File: src/rtl/ea_pkg.sv
package ea_pkg;
    localparam int EA_AW = 32;
    localparam int EA_XW = 16;

    localparam logic [3:0] MD_REG     = 4'd0;
    localparam logic [3:0] MD_IMM     = 4'd1;
    localparam logic [3:0] MD_ABS     = 4'd2;
    localparam logic [3:0] MD_REGIND  = 4'd3;
    localparam logic [3:0] MD_MEMIND  = 4'd4;
    localparam logic [3:0] MD_INDEX   = 4'd5;
    localparam logic [3:0] MD_TWOREG  = 4'd6;
    localparam logic [3:0] MD_TWOOFS  = 4'd7;
    localparam logic [3:0] MD_PCREL   = 4'd8;
    localparam logic [3:0] MD_POSTINC = 4'd9;
    localparam logic [3:0] MD_PREDEC  = 4'd10;

    typedef enum logic [1:0] {
        ST_IDLE     = 2'd0,
        ST_PTR_READ = 2'd1,
        ST_RESULT   = 2'd2
    } ea_state_e;
endpackage

File: src/rtl/ea_step.sv
module ea_step #(
    parameter int AW = 32
) (
    input  logic [1:0]    size_code,
    output logic [AW-1:0] step
);
    localparam logic [AW-1:0] STEP_B = AW'(1);
    localparam logic [AW-1:0] STEP_H = AW'(2);
    localparam logic [AW-1:0] STEP_W = AW'(4);

    always_comb begin
        unique case (size_code)
            2'd0:    step = STEP_B;
            2'd1:    step = STEP_H;
            default: step = STEP_W;
        endcase
    end
endmodule

File: src/rtl/ea_calc.sv
module ea_calc
    import ea_pkg::*;
#(
    parameter int AW = 32,
    parameter int XW = 16
) (
    input  logic [3:0]    mode,
    input  logic [AW-1:0] ri_val,
    input  logic [AW-1:0] rj_val,
    input  logic [XW-1:0] x_val,
    input  logic [AW-1:0] pc_val,
    input  logic [AW-1:0] abs_addr,
    input  logic [AW-1:0] step,
    output logic [AW-1:0] ea,
    output logic          is_imm,
    output logic          is_reg,
    output logic          wb_en,
    output logic [AW-1:0] wb_data,
    output logic          needs_ptr
);
    logic [AW-1:0] x_ext;
    logic [AW-1:0] dec_val;

    generate
        if (AW > XW) begin : g_sext
            assign x_ext = {{(AW-XW){x_val[XW-1]}}, x_val};
        end else begin : g_trunc
            assign x_ext = x_val[AW-1:0];
        end
    endgenerate

    assign dec_val = ri_val - step;

    always_comb begin
        ea        = '0;
        is_imm    = 1'b0;
        is_reg    = 1'b0;
        wb_en     = 1'b0;
        wb_data   = '0;
        needs_ptr = 1'b0;
        unique case (mode)
            MD_REG:     is_reg = 1'b1;
            MD_IMM:     begin ea = x_ext; is_imm = 1'b1; end
            MD_ABS:     ea = abs_addr;
            MD_REGIND:  ea = ri_val;
            MD_MEMIND:  needs_ptr = 1'b1;
            MD_INDEX:   ea = x_ext + ri_val;
            MD_TWOREG:  ea = ri_val + rj_val;
            MD_TWOOFS:  ea = x_ext + ri_val + rj_val;
            MD_PCREL:   ea = x_ext + pc_val;
            MD_POSTINC: begin ea = ri_val;  wb_en = 1'b1; wb_data = ri_val + step; end
            MD_PREDEC:  begin ea = dec_val; wb_en = 1'b1; wb_data = dec_val; end
            default:    ea = '0;
        endcase
    end
endmodule

File: src/rtl/ea_fsm.sv
module ea_fsm
    import ea_pkg::*;
(
    input  logic clk,
    input  logic rst_n,
    input  logic start,
    input  logic needs_ptr,
    input  logic rd_ready,
    output logic accept,
    output logic ptr_take,
    output logic busy,
    output logic rd_valid,
    output logic res_valid
);
    ea_state_e state_q, state_d;

    always_ff @(posedge clk or negedge rst_n) begin
        if (!rst_n) state_q <= ST_IDLE;
        else        state_q <= state_d;
    end

    always_comb begin
        state_d = state_q;
        unique case (state_q)
            ST_IDLE:     if (start) state_d = needs_ptr ? ST_PTR_READ : ST_RESULT;
            ST_PTR_READ: if (rd_ready) state_d = ST_RESULT;
            ST_RESULT:   state_d = ST_IDLE;
            default:     state_d = ST_IDLE;
        endcase
    end

    always_comb begin
        accept    = 1'b0;
        ptr_take  = 1'b0;
        busy      = 1'b1;
        rd_valid  = 1'b0;
        res_valid = 1'b0;
        unique case (state_q)
            ST_IDLE:     begin busy = 1'b0; accept = start; end
            ST_PTR_READ: begin rd_valid = 1'b1; ptr_take = rd_ready; end
            ST_RESULT:   res_valid = 1'b1;
            default:     busy = 1'b1;
        endcase
    end
endmodule

File: src/rtl/ea_unit.sv
module ea_unit
    import ea_pkg::*;
#(
    parameter int AW = EA_AW,
    parameter int XW = EA_XW
) (
    input  logic          clk,
    input  logic          rst_n,
    input  logic          start,
    input  logic [3:0]    mode,
    input  logic [AW-1:0] ri_val,
    input  logic [AW-1:0] rj_val,
    input  logic [XW-1:0] x_val,
    input  logic [AW-1:0] pc_val,
    input  logic [AW-1:0] abs_addr,
    input  logic [1:0]    size_code,
    output logic          busy,
    output logic          res_valid,
    output logic [AW-1:0] ea,
    output logic          is_imm,
    output logic          is_reg,
    output logic          wb_en,
    output logic [AW-1:0] wb_data,
    output logic          rd_valid,
    output logic [AW-1:0] rd_addr,
    input  logic          rd_ready,
    input  logic [AW-1:0] rd_data
);
    logic [AW-1:0] step;
    logic [AW-1:0] c_ea, c_wbd;
    logic          c_imm, c_reg, c_wb, c_ptr;
    logic          accept, ptr_take;

    logic [AW-1:0] ea_q, wbd_q, rda_q;
    logic          imm_q, reg_q, wb_q;

    ea_step #(.AW(AW)) u_step (
        .size_code (size_code),
        .step      (step)
    );

    ea_calc #(.AW(AW), .XW(XW)) u_calc (
        .mode      (mode),
        .ri_val    (ri_val),
        .rj_val    (rj_val),
        .x_val     (x_val),
        .pc_val    (pc_val),
        .abs_addr  (abs_addr),
        .step      (step),
        .ea        (c_ea),
        .is_imm    (c_imm),
        .is_reg    (c_reg),
        .wb_en     (c_wb),
        .wb_data   (c_wbd),
        .needs_ptr (c_ptr)
    );

    ea_fsm u_fsm (
        .clk       (clk),
        .rst_n     (rst_n),
        .start     (start),
        .needs_ptr (c_ptr),
        .rd_ready  (rd_ready),
        .accept    (accept),
        .ptr_take  (ptr_take),
        .busy      (busy),
        .rd_valid  (rd_valid),
        .res_valid (res_valid)
    );

    always_ff @(posedge clk or negedge rst_n) begin
        if (!rst_n) begin
            ea_q  <= '0;
            wbd_q <= '0;
            rda_q <= '0;
            imm_q <= 1'b0;
            reg_q <= 1'b0;
            wb_q  <= 1'b0;
        end else if (accept) begin
            ea_q  <= c_ea;
            wbd_q <= c_wbd;
            rda_q <= abs_addr;
            imm_q <= c_imm;
            reg_q <= c_reg;
            wb_q  <= c_wb;
        end else if (ptr_take) begin
            ea_q  <= rd_data;
        end
    end

    assign ea      = ea_q;
    assign is_imm  = imm_q;
    assign is_reg  = reg_q;
    assign wb_en   = res_valid & wb_q;
    assign wb_data = wbd_q;
    assign rd_addr = rda_q;
endmodule

File: config.mk
export PLATFORM = sky130hd
export DESIGN_NAME = ea_unit
export DESIGN_NICKNAME = d
export VERILOG_FILES = /design/src/rtl/ea_pkg.sv /design/src/rtl/ea_step.sv /design/src/rtl/ea_calc.sv /design/src/rtl/ea_fsm.sv /design/src/rtl/ea_unit.sv
export SDC_FILE = /design/constraint.sdc
export NUM_CORES = 1
export LEC_CHECK = 0
export BUFFER_PORTS_ARGS = -buffer_cell sky130_fd_sc_hd__buf_2
export CORE_AREA = 2 2 206 208
export CTS_CLUSTER_SIZE = 25
export DETAILED_ROUTE_END_ITERATION = 6
export DIE_AREA = 0 0 208 210
export HOLD_SLACK_MARGIN = 0.05
export PLACE_DENSITY_LB_ADDON = 0.25
export SLEW_MARGIN = 20
export SYNTH_ARGS = -nofsm -noshare
export SYNTH_HDL_FRONTEND = slang
export SYNTH_SLANG_ARGS = --single-unit
File: constraint.sdc
create_clock -name clk -period 6.3 [get_ports clk]
set_input_delay 1.26 -clock clk [delete_from_list [all_inputs] [get_ports clk]]
set_output_delay 1.26 -clock clk [all_outputs]
set_load 0.005 [all_outputs]
# ---- After elaboration in Yosys (flattened, before gate mapping)
# Index checks and enable logic that the tools add are counted.
# Widths: inputs -> output; s select.
dict set report classes {
  bitwise 1
  eq_ne 15
  mux 18
  n_reduce_logical 7
  n_addsub 6
}
# operator count
set ops {}
lappend ops {{$pmux 32 s8} 1}
lappend ops {{$add 32x32->32} 4}
lappend ops {{$mux 32} 2}
lappend ops {{$pmux 32 s2} 1}
lappend ops {{$add 32x3->32} 1}
lappend ops {{$sub 32x3->32} 1}
lappend ops {{$eq 4x3->1 const B} 4}
lappend ops {{$eq 4x4->1 const B} 3}
lappend ops {{$mux 1} 9}
lappend ops {{$eq 4x2->1 const B} 2}
lappend ops {{$mux 2} 3}
lappend ops {{$pmux 3 s2} 1}
lappend ops {{$eq 2x1->1 const B} 2}
lappend ops {{$eq 4x1->1 const B} 1}
lappend ops {{$logic_not 2->1} 2}
lappend ops {{$logic_not 4->1} 1}
lappend ops {{$ne 2x2->1 const B} 2}
lappend ops {{$pmux 2 s2} 1}
lappend ops {{$reduce_or 2->1} 2}
lappend ops {{$eq 2x2->1 const B} 1}
lappend ops {{$reduce_and 2->1} 1}
lappend ops {{$reduce_bool 2->1} 1}
lappend ops {{$and 1x1->1} 1}
dict set report word_totals {
  wordCells 54
  out_inout_bits 102
  in_bits 186
  reg_bits 101
}

# ---- Logic depth before layout (Yosys ltp)
dict set report depth {
  depth_word 5
  ltp_mapped 24
  depth_no_buf 23
}

# ---- Hierarchy
# A second synthesis with hierarchy kept.
dict set report hier_totals {
  cells_unflattened 1749
  hier_area_um2 14158.6
}
# mod area_each_um2 seq_area_each_um2 instances cells_each
set by_module_without_submodules {}
lappend by_module_without_submodules {ea_calc 9714.3 0.0 1 1421}
lappend by_module_without_submodules {ea_unit 4071.4 2477.4 1 282}
lappend by_module_without_submodules {ea_step 235.2 0.0 1 33}
lappend by_module_without_submodules {ea_fsm 137.6 50.0 1 13}

# ---- Least setup slack after synthesis
# OpenSTA, ideal clock, no wires.
dict set report synth_path {
  path_type {input port to flip-flop}
  start {input ri_val[0]}
  end {register ea_q[30], in the netlist ea[30]}
  setup_time_ns 0.082
  required_time_ns 6.218
  path_slack_ns 0.951
  arrival_ns 5.267
  path_stages 23
  cell_sequence {ha_1 fa_1 a21o_1 nand4_1 nand2_1 a21o_1 a21o_1 a21o_1 a21oi_1 xor2_1 o21ai_0 ha_1 clkbuf_2 and4_1 a21oi_1 a21oi_1 o21ai_1 o21ai_1 a41oi_1 o21ai_1 nand4_1 mux2_2 a31oi_1}
}
dict set report synth_via {
  elab_chain_len 4
  elab_cells_between_ends 6
  classes_between {add/sub (4); mux (2)}
}
# element line
set synth_rtl {}
lappend synth_rtl {{start: declaration} ea_unit.sv:11} ;# input logic [AW-1:0] ri_val,
lappend synth_rtl {{$add 32x32->32} {ea_calc.sv:47, ea_calc.sv:49}}
lappend synth_rtl {{$add 32x32->32} ea_calc.sv:49} ;# MD_TWOOFS: ea = x_ext + ri_val + rj_val;
lappend synth_rtl {{$pmux 32 s8 (*)} ea_calc.sv:41} ;# unique case (mode)
lappend synth_rtl {{$mux 32 (*)} ea_unit.sv:79} ;# end else if (accept) begin
lappend synth_rtl {{end signal: assignment} ea_unit.sv:87} ;# ea_q <= rd_data;
lappend synth_rtl {{end: declaration} ea_unit.sv:34} ;# logic [AW-1:0] ea_q, wbd_q, rda_q;
# Every way passes the cells marked *; elsewhere a longest branch is shown, timed or not.
# A chain may end at the register's enable or synchronous reset.

# ---- Final worst setup path
dict set report layout_path {
  start {input ri_val[0]}
  end {register ea_q[31], in the netlist ea[31]}
}
# Same word-level chain as after synthesis.

==> results.py <==
metrics = {
    "synthesis": {
        "synth.distinct_cells": 85,
        "synth.top_cell.area_share_pct": 20.5,
        "yosys.area.top_type": "dfrtp_1",
        "synth_ff_type": "dfrtp_1",
        "syn_area_um2": 12300,
        "synth-seq-cells": 101,
        "synthCells": 1641,
        "ys_async_sr_fraction_pct": 100,
        "avgSynthCellArea_um2": 7.52,
        "synth_nets": 1934,
        "yosysSeqAreaShare_pct": 20.5,
        "synth-edff-count": 0,
        "synth_area_leaders": "dfrtp_1 20%, ha_1 10%, a21oi_1 7.3%",
        "yosys_warnings": 0,
    },
    "clocking": {
        "cts.reportedPaths.clkPinSlew_ps": 80,
        "cts_tree": "yes",
        "ctsResizeCount": 0,
        "cts_buffers": 9,
        "root_buffer": "clkbuf_16",
        "clk_path_buf_depth": 2,
        "cts_hold_buf": 0,
        "cts.sinks": 101,
        "post-cts-setup-buffer-count": 0,
        "insertion_delay_ps": 380,
        "cts_htree_levels": 3,
    },
    "global_routing": {
        "grt_overflow": 0,
        "grt_max_degree": 54,
        "antenna_found_initial": 4,
        "grt_pass1_wl_um": 81200,
        "grtUsageTotal_pct": 24.3,
        "grt_pass1_vias": 13000,
    },
    "place": {
        "port_buffers": 287,
        "pre_cts_slack_ps": 82.1,
        "dpl.hpwl_um": 43900,
        "place_congestion": 0.948,
    },
    "routing": {
        "wl_um": 54500,
        "routedWlPerCell_um": 22.4,
        "route.detailed.drc": 0,
        "vias_per_cell": 5.63,
        "first_pass_iters": 7,
        "drt_iter0_drc": 1348,
        "postRouteAntennaNets": 0,
        "via_count": 13700,
    },
    "timing": {
        "final_max_slew_viol_count": 0,
        "finClkSkew_ps": 12.3,
        "rsz0062_at_grt": "no",
        "maxClockFrequency_ghz": 0.168,
        "period_needed_ps": 5960,
        "tightestPinTransition_ps": 911,
        "setup_violations": 0,
        "hold_viol": 0,
        "holdWs_ps": 472,
        "layout_worst_path_cycle_share_pct": 94.6,
        "tns_ps": 0,
        "setup_ws_ps": 339,
        "max-slew-margin-rel_pct": 37.7,
    },
    "worst_setup_path": {
        "arrival_ps": 6240,
        "critPathMaxFanout": 7,
        "crit_type": "in2reg",
        "cp-start-kind": "input pin",
        "required_ps": 6580,
        "worst_setup_path_end_kind": "flop",
    },
    "die": {
        "start_util_pct": 29.7,
        "io_pins": 288,
        "die_height_um": 210,
        "die_w_um": 208,
        "coreArea_um2": 41500,
        "row_count": 75,
        "dieArea_um2": 43700,
    },
    "layout": {
        "drive_gt1_share_pct": 22.6,
        "fin_nets": 2179,
        "syn2layout_area_growth_pct": 19.7,
    },
    "pwr": {
        "p_leak_nw": 6.71,
        "worst_ir_drop_vdd_mv": 0.118,
        "p_total_mw": 2.66,
        "power.density_nw_per_um2": 180,
    },
    "hold_path": {
        "hold_path.class": "reg2reg",
    },
    "flow_run": {
        "maxCapViolations": 0,
    },
    "status": {
        "outcome": "finished clean",
    },
}
[where the power goes]
part           switching (mW)  internal (mW)  leakage [nW]
Clock                   0.303          0.314         0.148
Combinational           0.750          0.507          5.28
Sequential             0.0511          0.738          1.28
Total                    1.10           1.56          6.71
[critical path: stages]
cell and delay, ps:
buf_2 130, ha_1 230, fa_1 430, a21o_1 200, nand4_1 130, nand2_1 100
a21o_1 190, a21o_1 210, a21o_1 180, a21oi_1 160, xor2_1 190, o21ai_0 130
ha_1 380, a21oi_1 210, o21ai_0 150, a221o_1 360, o21ai_0 390, a21oi_1 190
o31ai_1 620, nand2b_1 190, o21a_1 130, o21ai_2 50
[Yosys cell counts (8+ instances only)]
cell / instances
nand2_1: 208
a21oi_1: 180
o21ai_0: 141
nor2_1: 116
ha_1: 102
dfrtp_1: 101
clkbuf_1: 86
xnor2_1: 67
xor2_1: 59
a21o_1: 47
mux2_2: 42
inv_1: 38
nand3_1: 37
nor3_1: 35
nand4_1: 27
and3_1: 21
a221oi_1: 16
o211ai_1: 16
and2_1: 15
nand2b_1: 15
a211oi_1: 14
a22oi_1: 14
a31oi_1: 14
nor2b_1: 14
o21a_1: 13
o21bai_1: 12
o22ai_1: 12
a222oi_1: 11
o221ai_1: 11
buf_2: 10
buf_1: 9
or3_1: 8
[cells by family after synthesis]
logic type / share of synthesized area (%)
muxes: 4.40
buffers and inverters: 4.74
AOI/OAI and AO/OA: 29.8
xor gates and xnor gates: 8.95
and+or+nand+nor: 20.5
adders and majority gates: 11.2
DFF: 20.5
[layout make-up]
| type | count | area, µm² |
|---|---|---|
| Antenna cell | 1 | 2.50 |
| Sequential cell | 101 | 2530 |
| Fill cell | 4422 | 26700 |
| Tap cell | 539 | 674 |
| Clock buffer | 10 | 229 |
| Clock inverter | 6 | 70.1 |
| Inverter | 38 | 143 |
| Timing Repair Buffer | 343 | 1860 |
| Multi-Input combinational cell | 1393 | 9260 |
[metrics by stage]
step           std cells  instance area, µm²  utilization (%)
6_report            2431               14800             35.6
5_1_grt             2431               14800             35.6
4_1_cts             2430               14800             35.6
3_5_place_dp        2414               14500             34.9
3_3_place_gp        2414               14500             34.9
2_1_floorplan       1641               12300                -
[per-layer routing]
layer  wire [µm]  GRT usage (%)  vias up  share of wire (%)
met4        1130           6.02        6                2.1
met5          40              0        -              0.073
li1            -              -     6539                  -
met2       24000           37.8      533                 44
met1       25300           34.9     6552                 46
met3        3970           3.89       60                7.3
[path summary, 6_finish.rpt]
check,startpoint,end,slack (ps),cells after the start
min reg2reg,wb_data[9]$_DFFE_PN0P_,wb_data[9]$_DFFE_PN0P_,470,1
max,ri_val[0],ea[31]$_DFFE_PN0P_,340,22
max in group asynchronous,rst_n,wb_data[4]$_DFFE_PN0P_,4150,2
max reg2reg,u_fsm.state_q[0]$_DFFE_PN0P_,ea[25]$_DFFE_PN0P_,3180,8
min in group asynchronous,rst_n,ea[7]$_DFFE_PN0P_,940,1
min,wb_data[9]$_DFFE_PN0P_,wb_data[9]$_DFFE_PN0P_,470,1
[placed cells by master (no fill, tap or decap), types with 13 or more instances in the layout]
cell type  netlist  routed
nor2_1         116     115
xor2_1          59      59
a221oi_1        16      16
nor3_1          35      32
nand3_1         37      37
a21o_1          47      47
inv_1           38      38
o21a_1          13      13
nand2_1        208     207
buf_4            1      57
a31oi_1         14      14
a21oi_1        180     180
a211oi_1        14      14
nand2b_1        15      15
a22oi_1         14      14
nor2b_1         14      14
mux2_2          42      42
dfrtp_1        101     101
o211ai_1        16      16
nand4_1         27      27
and2_1          15      15
and3_1          21      21
xnor2_1         67      67
o21ai_0        141     141
buf_2           10     286
ha_1           102     102
(Power assumes the default switching activity.)
